$ cat config.mk
export PLATFORM = sky130hd
export DESIGN_NAME = amux_chan_ctrl
export DESIGN_NICKNAME = d
export VERILOG_FILES = /design/src/rtl/amux_pkg.sv /design/src/rtl/amux_datapath.sv /design/src/rtl/amux_bbm_ctrl.sv /design/src/rtl/amux_chan_ctrl.sv
export SDC_FILE = /design/constraint.sdc
export NUM_CORES = 1
export LEC_CHECK = 0
export BUFFER_PORTS_ARGS = -buffer_cell sky130_fd_sc_hd__clkbuf_2
export CAP_MARGIN = 20
export CORE_MARGIN = 2
export CORE_UTILIZATION = 46
export CTS_CLUSTER_SIZE = 24
export DETAILED_ROUTE_END_ITERATION = 12
export MAX_ROUTING_LAYER = met4
export PLACE_DENSITY = 0.72
export SLEW_MARGIN = 20
export SYNTH_ARGS = -nofsm -noshare
export SYNTH_HDL_FRONTEND = slang
export SYNTH_SLANG_ARGS = --single-unit
$ cat constraint.sdc
create_clock -name clk -period 1.63 [get_ports clk]
set_clock_uncertainty 0.1 [all_clocks]
set_input_delay 0.489 -clock clk [delete_from_list [all_inputs] [get_ports clk]]
set_output_delay 0.489 -clock clk [all_outputs]
set_load 0.03 [all_outputs]
$ cat src/rtl/amux_pkg.sv
package amux_pkg;

  // Width of the channel address; the single-ended channel count is 2**ADDR_W.
  localparam int unsigned ADDR_W = 3;

  // One selection: whether anything is on, which mode it was decoded in,
  // and the channel or pair index.
  typedef struct packed {
    logic              valid;
    logic              diff;
    logic [ADDR_W-1:0] idx;
  } selKey_t;

  localparam selKey_t KEY_OFF = '0;

  // Strobes from the break-before-make sequencer to the datapath.
  typedef struct packed {
    logic clearOut;   // drive the output selection to off
    logic loadOut;    // put the current target on the outputs
    logic clearPend;  // forget the selection waiting for its gap
    logic latchPend;  // remember the current target as the waiting one
  } bbmStrobe_t;

endpackage

$ cat src/rtl/amux_datapath.sv
module amux_datapath
  import amux_pkg::*;
#(
  parameter int unsigned NUM_SE   = 8,
  parameter int unsigned NUM_PAIR = 4
) (
  input  logic                clk,
  input  logic                rstN,
  input  logic                wrN,
  input  logic [ADDR_W-1:0]   addr,
  input  logic                enIn,
  input  logic                diffMode,
  input  bbmStrobe_t          strobe,
  output logic                tgtValid,
  output logic                tgtMatchesOut,
  output logic                tgtMatchesPend,
  output logic [NUM_SE-1:0]   swA,
  output logic [NUM_PAIR-1:0] swB
);

  logic [ADDR_W-1:0] heldAddr;
  logic              heldEn;
  selKey_t           tgtKey;
  selKey_t           outKey;
  selKey_t           pendKey;

  // Holding registers: follow the bus while the strobe is low.
  always_ff @(posedge clk or negedge rstN) begin
    if (!rstN) begin
      heldAddr <= '0;
      heldEn   <= 1'b0;
    end else if (!wrN) begin
      heldAddr <= addr;
      heldEn   <= enIn;
    end
  end

  // Target selection from the held state; the top address bit is dropped
  // in differential mode.
  always_comb begin
    tgtKey = KEY_OFF;
    if (heldEn) begin
      tgtKey.valid = 1'b1;
      tgtKey.diff  = diffMode;
      if (diffMode) begin
        tgtKey.idx = {1'b0, heldAddr[ADDR_W-2:0]};
      end else begin
        tgtKey.idx = heldAddr;
      end
    end
  end

  assign tgtValid       = tgtKey.valid;
  assign tgtMatchesOut  = (tgtKey == outKey);
  assign tgtMatchesPend = (tgtKey == pendKey);

  // Selection now driven and selection waiting for its gap.
  always_ff @(posedge clk or negedge rstN) begin
    if (!rstN) begin
      outKey  <= KEY_OFF;
      pendKey <= KEY_OFF;
    end else begin
      if (strobe.clearOut) begin
        outKey <= KEY_OFF;
      end else if (strobe.loadOut) begin
        outKey <= tgtKey;
      end
      if (strobe.clearPend) begin
        pendKey <= KEY_OFF;
      end else if (strobe.latchPend) begin
        pendKey <= tgtKey;
      end
    end
  end

  // One-hot switch drives.
  for (genvar i = 0; i < NUM_SE; i++) begin : g_drvA
    assign swA[i] = outKey.valid && (outKey.idx == ADDR_W'(i));
  end

  for (genvar j = 0; j < NUM_PAIR; j++) begin : g_drvB
    assign swB[j] = outKey.valid && outKey.diff && (outKey.idx == ADDR_W'(j));
  end

endmodule

$ cat src/rtl/amux_bbm_ctrl.sv
module amux_bbm_ctrl
  import amux_pkg::*;
#(
  parameter int unsigned GAP_CYCLES = 2
) (
  input  logic       clk,
  input  logic       rstN,
  input  logic       tgtValid,
  input  logic       tgtMatchesOut,
  input  logic       tgtMatchesPend,
  output bbmStrobe_t strobe
);

  localparam int unsigned CNT_W = $clog2(GAP_CYCLES + 1);
  localparam logic [CNT_W-1:0] GAP_LOAD = CNT_W'(GAP_CYCLES);
  localparam logic [CNT_W-1:0] CNT_ONE  = CNT_W'(1);

  if (GAP_CYCLES < 1) begin : g_badGap
    $error("GAP_CYCLES must be at least 1");
  end

  logic [CNT_W-1:0] gapCnt;
  logic [CNT_W-1:0] gapNext;

  always_comb begin
    strobe  = '0;
    gapNext = gapCnt;
    if (!tgtValid) begin
      // Turning off is immediate; no gap is needed.
      strobe.clearOut  = 1'b1;
      strobe.clearPend = 1'b1;
      gapNext          = '0;
    end else if (tgtMatchesOut) begin
      // Already showing the target.
      strobe.latchPend = 1'b1;
      gapNext          = '0;
    end else if (!tgtMatchesPend || gapCnt == '0) begin
      // New target: open the outputs and (re)start the gap.
      strobe.clearOut  = 1'b1;
      strobe.latchPend = 1'b1;
      gapNext          = GAP_LOAD;
    end else if (gapCnt == CNT_ONE) begin
      strobe.loadOut = 1'b1;
      gapNext        = '0;
    end else begin
      gapNext = gapCnt - CNT_ONE;
    end
  end

  always_ff @(posedge clk or negedge rstN) begin
    if (!rstN) begin
      gapCnt <= '0;
    end else begin
      gapCnt <= gapNext;
    end
  end

endmodule

$ cat src/rtl/amux_chan_ctrl.sv
module amux_chan_ctrl
  import amux_pkg::*;
#(
  parameter int unsigned GAP_CYCLES = 2
) (
  input  logic              clk,
  input  logic              rstN,
  input  logic              wrN,
  input  logic [ADDR_W-1:0] addr,
  input  logic              enIn,
  input  logic              diffMode,
  output logic [(1<<ADDR_W)-1:0]     swA,
  output logic [(1<<(ADDR_W-1))-1:0] swB
);

  localparam int unsigned NUM_SE   = 1 << ADDR_W;
  localparam int unsigned NUM_PAIR = NUM_SE / 2;

  bbmStrobe_t strobe;
  logic       tgtValid;
  logic       tgtMatchesOut;
  logic       tgtMatchesPend;

  amux_datapath #(
    .NUM_SE  (NUM_SE),
    .NUM_PAIR(NUM_PAIR)
  ) uPath (
    .clk           (clk),
    .rstN          (rstN),
    .wrN           (wrN),
    .addr          (addr),
    .enIn          (enIn),
    .diffMode      (diffMode),
    .strobe        (strobe),
    .tgtValid      (tgtValid),
    .tgtMatchesOut (tgtMatchesOut),
    .tgtMatchesPend(tgtMatchesPend),
    .swA           (swA),
    .swB           (swB)
  );

  amux_bbm_ctrl #(
    .GAP_CYCLES(GAP_CYCLES)
  ) uCtrl (
    .clk           (clk),
    .rstN          (rstN),
    .tgtValid      (tgtValid),
    .tgtMatchesOut (tgtMatchesOut),
    .tgtMatchesPend(tgtMatchesPend),
    .strobe        (strobe)
  );

endmodule

* After elaboration in Yosys (flattened, before gate mapping)
Index checks and enable logic that the tools add are counted.
W data, S select, Z words.
** Cells by class
- Equal/unequal tests :: 11
- Add/sub/neg operators :: 1
- Muxes and demuxes :: 18
- Reduce and logical (&&, ||, !) cells :: 18
** Operator list (number)
- $mux W5 :: 5
- $logic_and A1 B1 Y1 :: 13
- $eq A3 B3 Y1 const B :: 4
- $eq A5 B5 Y1 :: 2
- $mux W2 :: 5
- $mux W1 :: 7
- $eq A3 B2 Y1 const B :: 2
- $eq A3 B1 Y1 const B :: 1
- $logic_not A3 Y1 :: 1
- $mux W3 :: 1
- $eq A2 B1 Y1 const B :: 1
- $logic_not A2 Y1 :: 1
- $ne A2 B2 Y1 const B :: 1
- $reduce_bool A2 Y1 :: 1
- $sub A2 B1 Y2 const B :: 1
- $logic_not A1 Y1 :: 1
- $logic_or A1 B1 Y1 :: 1
** Storage, ports and cells
- Bits in registers :: 16
- Output and inout port bits :: 12
- Input port bits :: 8

* Logic depth before layout (Yosys ltp)
- Word-level depth :: 10
- Depth in mapped cells :: 7

* Modules after synthesis
Synthesis repeated with hierarchy kept, for this count alone.
** Second synthesis, totals
- Cell total of the unflattened synthesis :: 111
- Area, all modules :: 1031.0 um^2
** Modules (own cells, without submodules)
- amux_datapath :: times used 1, cells each 95, area each 853.3 um^2, seq. area each 350.3 um^2
- amux_bbm_ctrl :: times used 1, cells each 16, area each 177.7 um^2, seq. area each 50.0 um^2

* Worst setup path after synthesis
Ideal clock, no wire load.
- Kind :: register to output
- From :: reg uPath.outKey[2] (netlist bit)
- To :: out swB[0]
- Slack :: -241 ps
- Buffers on the path :: 0
- Stages on the path, launching flop included :: 3
- Arrival :: 1282 ps
- Cell sequence :: dfrtp_1 nand3b_1 nor3_1
** On the way
- Longest elaborated chain between the ends :: 2
** RTL lines
- start: declaration :: line amux_datapath.sv:24 : selKey_t outKey;
- start signal: assignment :: line amux_datapath.sv:66 : outKey <= tgtKey;
- $logic_not A3 Y1 :: line amux_datapath.sv:82 : assign swB[j] = outKey.valid && outKey.diff && (outKey.idx == ADDR_W'(j));
- $logic_and A1 B1 Y1 :: line amux_datapath.sv:82
- end: declaration :: line amux_chan_ctrl.sv:13 : output logic [(1<<(ADDR_W-1))-1:0] swB
No other way between the ends.

* Final worst setup path
- From :: reg uPath.outKey[4] (netlist bit)
- To :: out swA[7]
** On the way
- Longest elaborated chain between the ends :: 1
** RTL lines
- $logic_and A1 B1 Y1 :: line amux_datapath.sv:78 : assign swA[i] = outKey.valid && (outKey.idx == ADDR_W'(i));
- end: declaration :: line amux_chan_ctrl.sv:12 : output logic [(1<<ADDR_W)-1:0] swA,
No other way between the ends.

==> results.md <==
Run status:
- The flow ran to the end, but the final reports show violations.
- The checks that failed: negative hold slack, negative setup slack.

Timing:
- Subtracting the final worst setup slack from the clock period gives 1.964 ns.
- Setup repair after global routing could not meet its margin everywhere.
- The hold violation total from the final report is 1.
- The worst path setup slack after routing is -0.3343 ns.
- The worst slew margin relative to its limit is 69.36%.
- Based on the critical path, the design can be clocked at up to 509.1 MHz.
- The final number of setup-violating endpoints is 19.
- The worst slack on hold paths is -0.0004516 ns.
- At the pin with the least slew margin, the transition time is 0.4575 ns.
- Setup total negative slack on the finished layout was measured at -4.116 ns.
- The final critical-path share of the clock period is 120.5%.
- The number of slew-limit violations in the final report is 0.

Power and ir drop:
- In this run the static leakage power is 0.5759 nW.
- The internal power of the cells totals 0.6493 mW.
- The combinational group share of total power is 20.5%.
- Across the VDD grid, the largest voltage drop is 0.5272 mV.
- Of the total power, the share spent switching nets is 28.99%.
- Of the total power, the clock network draws 30.2%.
- The switching power of the nets is 0.2650 mW.
- The overall power consumption is 0.9143 mW.
- In this run the power density over the cells is 700.6 nW/um^2.
- Per report_power, the sequential group accounts for 49.3% of the total.

Floorplanning:
- From bottom edge to top edge, the die measures 47.79 microns.
- The total core area is 1764 sq um.
- The die covers 2284 sq um.
- The row count is 15.
- 20 I/O pins were placed.
- The initial core utilization is 50.00%.
- The die is 47.79 microns wide.

Place:
- The post-DP HPWL is 1478 microns.
- The setup slack at placement is -0.2315 ns.
- In this run the cell area measured after placement is 1105 sq um.
- The count of input and output buffers is 19.
- Routability-driven placement finished with a final weighted congestion of 0.7966.

Global route:
- Entering global routing, the biggest net connects 17 pins.
- The total track usage is 25.22%.
- For this run the aggregate overflow at the end of global routing stands at 0.
- The number of antenna violations at the first check in global routing was 0.
- The via count of the first global-routing pass came to 779.
- The first global-routing pass estimated 3594 microns of wire.

Yosys:
- After synthesis the cells add up to 882.1 sq um.
- The library cell occupying the most area in the post-synthesis netlist is dfrtp_1.
- The number of flops mapped to enable cells by yosys is 0.
- By count the netlist is led by 16 x dfrtp_1, 14 x nand2_1, 10 x nor2_1, 5 x inv_1.
- By area the synthesized netlist is led by dfrtp_1 45%, nand2_1 6.0%, mux2_2 5.1%.
- The number of synthesized register bits is 16.
- The distinct cell type count of the synthesized netlist is 29.
- The top cell type by area accounts for 45.39% of the synthesized area.
- The synthesized net count is 100.
- The most instantiated flip-flop cell in the synthesis netlist is dfrtp_1.
- Dividing the synthesized area by the synthesized cell count gives 9.801 sq um.
- The proportion of synthesized chip area in sequential cells is 45.39%.
- The most frequent cell after synthesis is dfrtp_1.
- During synthesis, Yosys emitted a total of 0 warnings.
- The instance count of the mapped netlist is 90.
- The share of synthesized flip-flops with an asynchronous set or reset is 100.0%.

Finish:
- At the end of the flow, the number of nets in the layout was 134.
- After routing the design area is 1305 sq um.
- The filler cell count is 128.
- The share of cells above drive strength 1 is 50.41%.
- The register area is 402.9 sq um.
- Summing all multi-input logic gate instances after layout gives 539.3 sq um.
- The area growth from synthesis to layout is 47.94%.
- The antenna diode count is 0.

Clock tree:
- In this run the clock root is driven by a clkbuf_4.
- TritonCTS created 3 clock buffers.
- The depth of the CTS H-tree is 1.
- The longest clock path from root to sink contains 2 buffers.
- The clock network latency to the later pin of the worst-skew pair is 0.30 ns.
- The TritonCTS clock tree is done.
- The number of clock sinks seen by CTS is 16.
- After clock tree synthesis, the flow added hold-fix buffers numbering 0.
- Clock-pin slew was measured on the worst setup and hold paths at 0.10 ns.

Setup path:
- The worst setup path is of the reg2out kind.
- The path depth of the worst reg2reg path is 6.
- Traced cell by cell, the critical path runs through nand2_1 -> nor2_1 -> clkbuf_2.
- In this run the worst path has a maximum fanout of 5.
- The worst reg2reg path endpoint is uPath.outKey[0]$_DFFE_PN0P_.
- The peak per-stage delay on the critical path is 0.45 ns.
- The worst register-to-register path begins at uPath.outKey[2]$_DFFE_PN0P_.
- Data on the critical path is required at its endpoint by 1.04 ns.
- Broken down by cell family, the worst path's largest delay share belongs to flip-flops.
- Counting both buffers and inverters, the worst setup path holds a total of 1.
- The category of the worst setup path launch point is a register.
- For the worst setup path, the data arrival time is 1.38 ns.
- The cell at the slowest stage of the critical path is dfrtp_1.
- The worst setup path is captured at an output pin.
- The worst register-to-register path has a setup slack of -0.13 ns.

Drt:
- The number of optimization iterations in the first detailed-route pass is 4.
- The detailed router finished its first iteration with 26 violations.
- In the routed design, unresolved DRC markers number 0.
- Dividing the detail-routed via count by the number of cells gives 5.385.
- Dividing the detail-routed wire length by the instance count gives 15.93 microns.
- Summed over all layers, the routed wires come to 2358 microns.
- The via total after detailed routing is 797.
- The post-detailed-route count of antenna-violating nets is 0.

Run:
- Max-cap violations in this run came to 0.

Worst hold path:
- The worst hold path belongs to the class in2async.
==> state kept, by name (all words and copies together) (netlist names) <==
| name | cells |
|---|---|
| uPath.heldAddr | 3 |
| uPath.outKey | 5 |
| uPath.heldEn | 1 |
| uPath.pendKey | 5 |
| uCtrl.gapCnt | 2 |
==> per-layer routing <==
metal | GRT usage (%) | part of all wire [%]
met3 | 3.396 | 3.2
met5 | - | 0
met2 | 41.33 | 54
met4 | 14.59 | 4.3
met1 | 29.25 | 38
==> final cells by class <==
cell class,instances,share of cell area [%]
inverters,5,1.438
clock buffers,4,2.780
well taps,25,2.397
repair buffers,34,21.19
flip-flops and latches,16,30.87
multi-input cells,64,41.32
==> per-stage QoR <==
stage	utilization (%)	cells
2_1_floorplan	-	90
3_3_place_gp	62.62	141
3_5_place_dp	62.62	141
4_1_cts	73.19	148
5_1_grt	73.97	148
6_report	73.97	148
==> placed cells by master (no fill, tap or decap), types with 3 or more instances in the layout <==
cell type,count
xnor2_1,3
clkbuf_2,8
nor2_1,8
dfrtp_1,14
clkbuf_8,5
buf_4,15
clkbuf_4,8
mux2_2,4
inv_1,5
nand2_1,14
==> worst max path at each step <==
stage	start	to	depth (start not counted)
floorplan	uPath.outKey[0]$_DFFE_PN0P_	swA[6]	3
global placement	diffMode	uPath.outKey[0]$_DFFE_PN0P_	6
detailed placement	diffMode	uPath.outKey[2]$_DFFE_PN0P_	6
CTS	uPath.outKey[2]$_DFFE_PN0P_	swB[0]	3
global route	uPath.outKey[4]$_DFFE_PN0P_	swA[7]	3
finish	uPath.outKey[4]$_DFFE_PN0P_	swA[7]	3
==> power groups by stage <==
stage	clock network (mW)	logic [mW]	registers [mW]
5_1_grt	0.302	0.202	0.453
3_3_place_gp	0	0.167	0.455
4_1_cts	0.274	0.183	0.449
6_report	0.276	0.188	0.450
3_5_place_dp	0	0.171	0.456
2_1_floorplan	0	0.106	0.447
==> timing repair <==
action	in CTS	in global routing
resized for setup	28	5
pin swaps	4	3
buffers inserted	3	0
endpoints found under the setup margin	17	19
==> worst register-to-register path: cells and delay by family (launching register included) <==
family	cells	cell delay, ns
AO/OA/AOI/OAI	2	0.35
XOR/XNOR	1	0.14
buffers and inverters	1	0.15
flip-flops	1	0.43
AND/OR/NAND/NOR	2	0.47
==> cell families (layout without fill, tap and decap cells) <==
| kind of cell | after synthesis | after routing | synth area share [%] |
|---|---|---|---|
| mux | 4 | 4 | 5.106 |
| buf+inv | 10 | 43 | 4.396 |
| xor+xnor | 6 | 6 | 6.810 |
| simple gates | 40 | 40 | 24.54 |
| compound gates | 12 | 12 | 10.92 |
| fa+ha+maj | 2 | 2 | 2.836 |
| flops | 16 | 16 | 45.39 |
No activity file was read; power rests on OpenSTA's default activity.
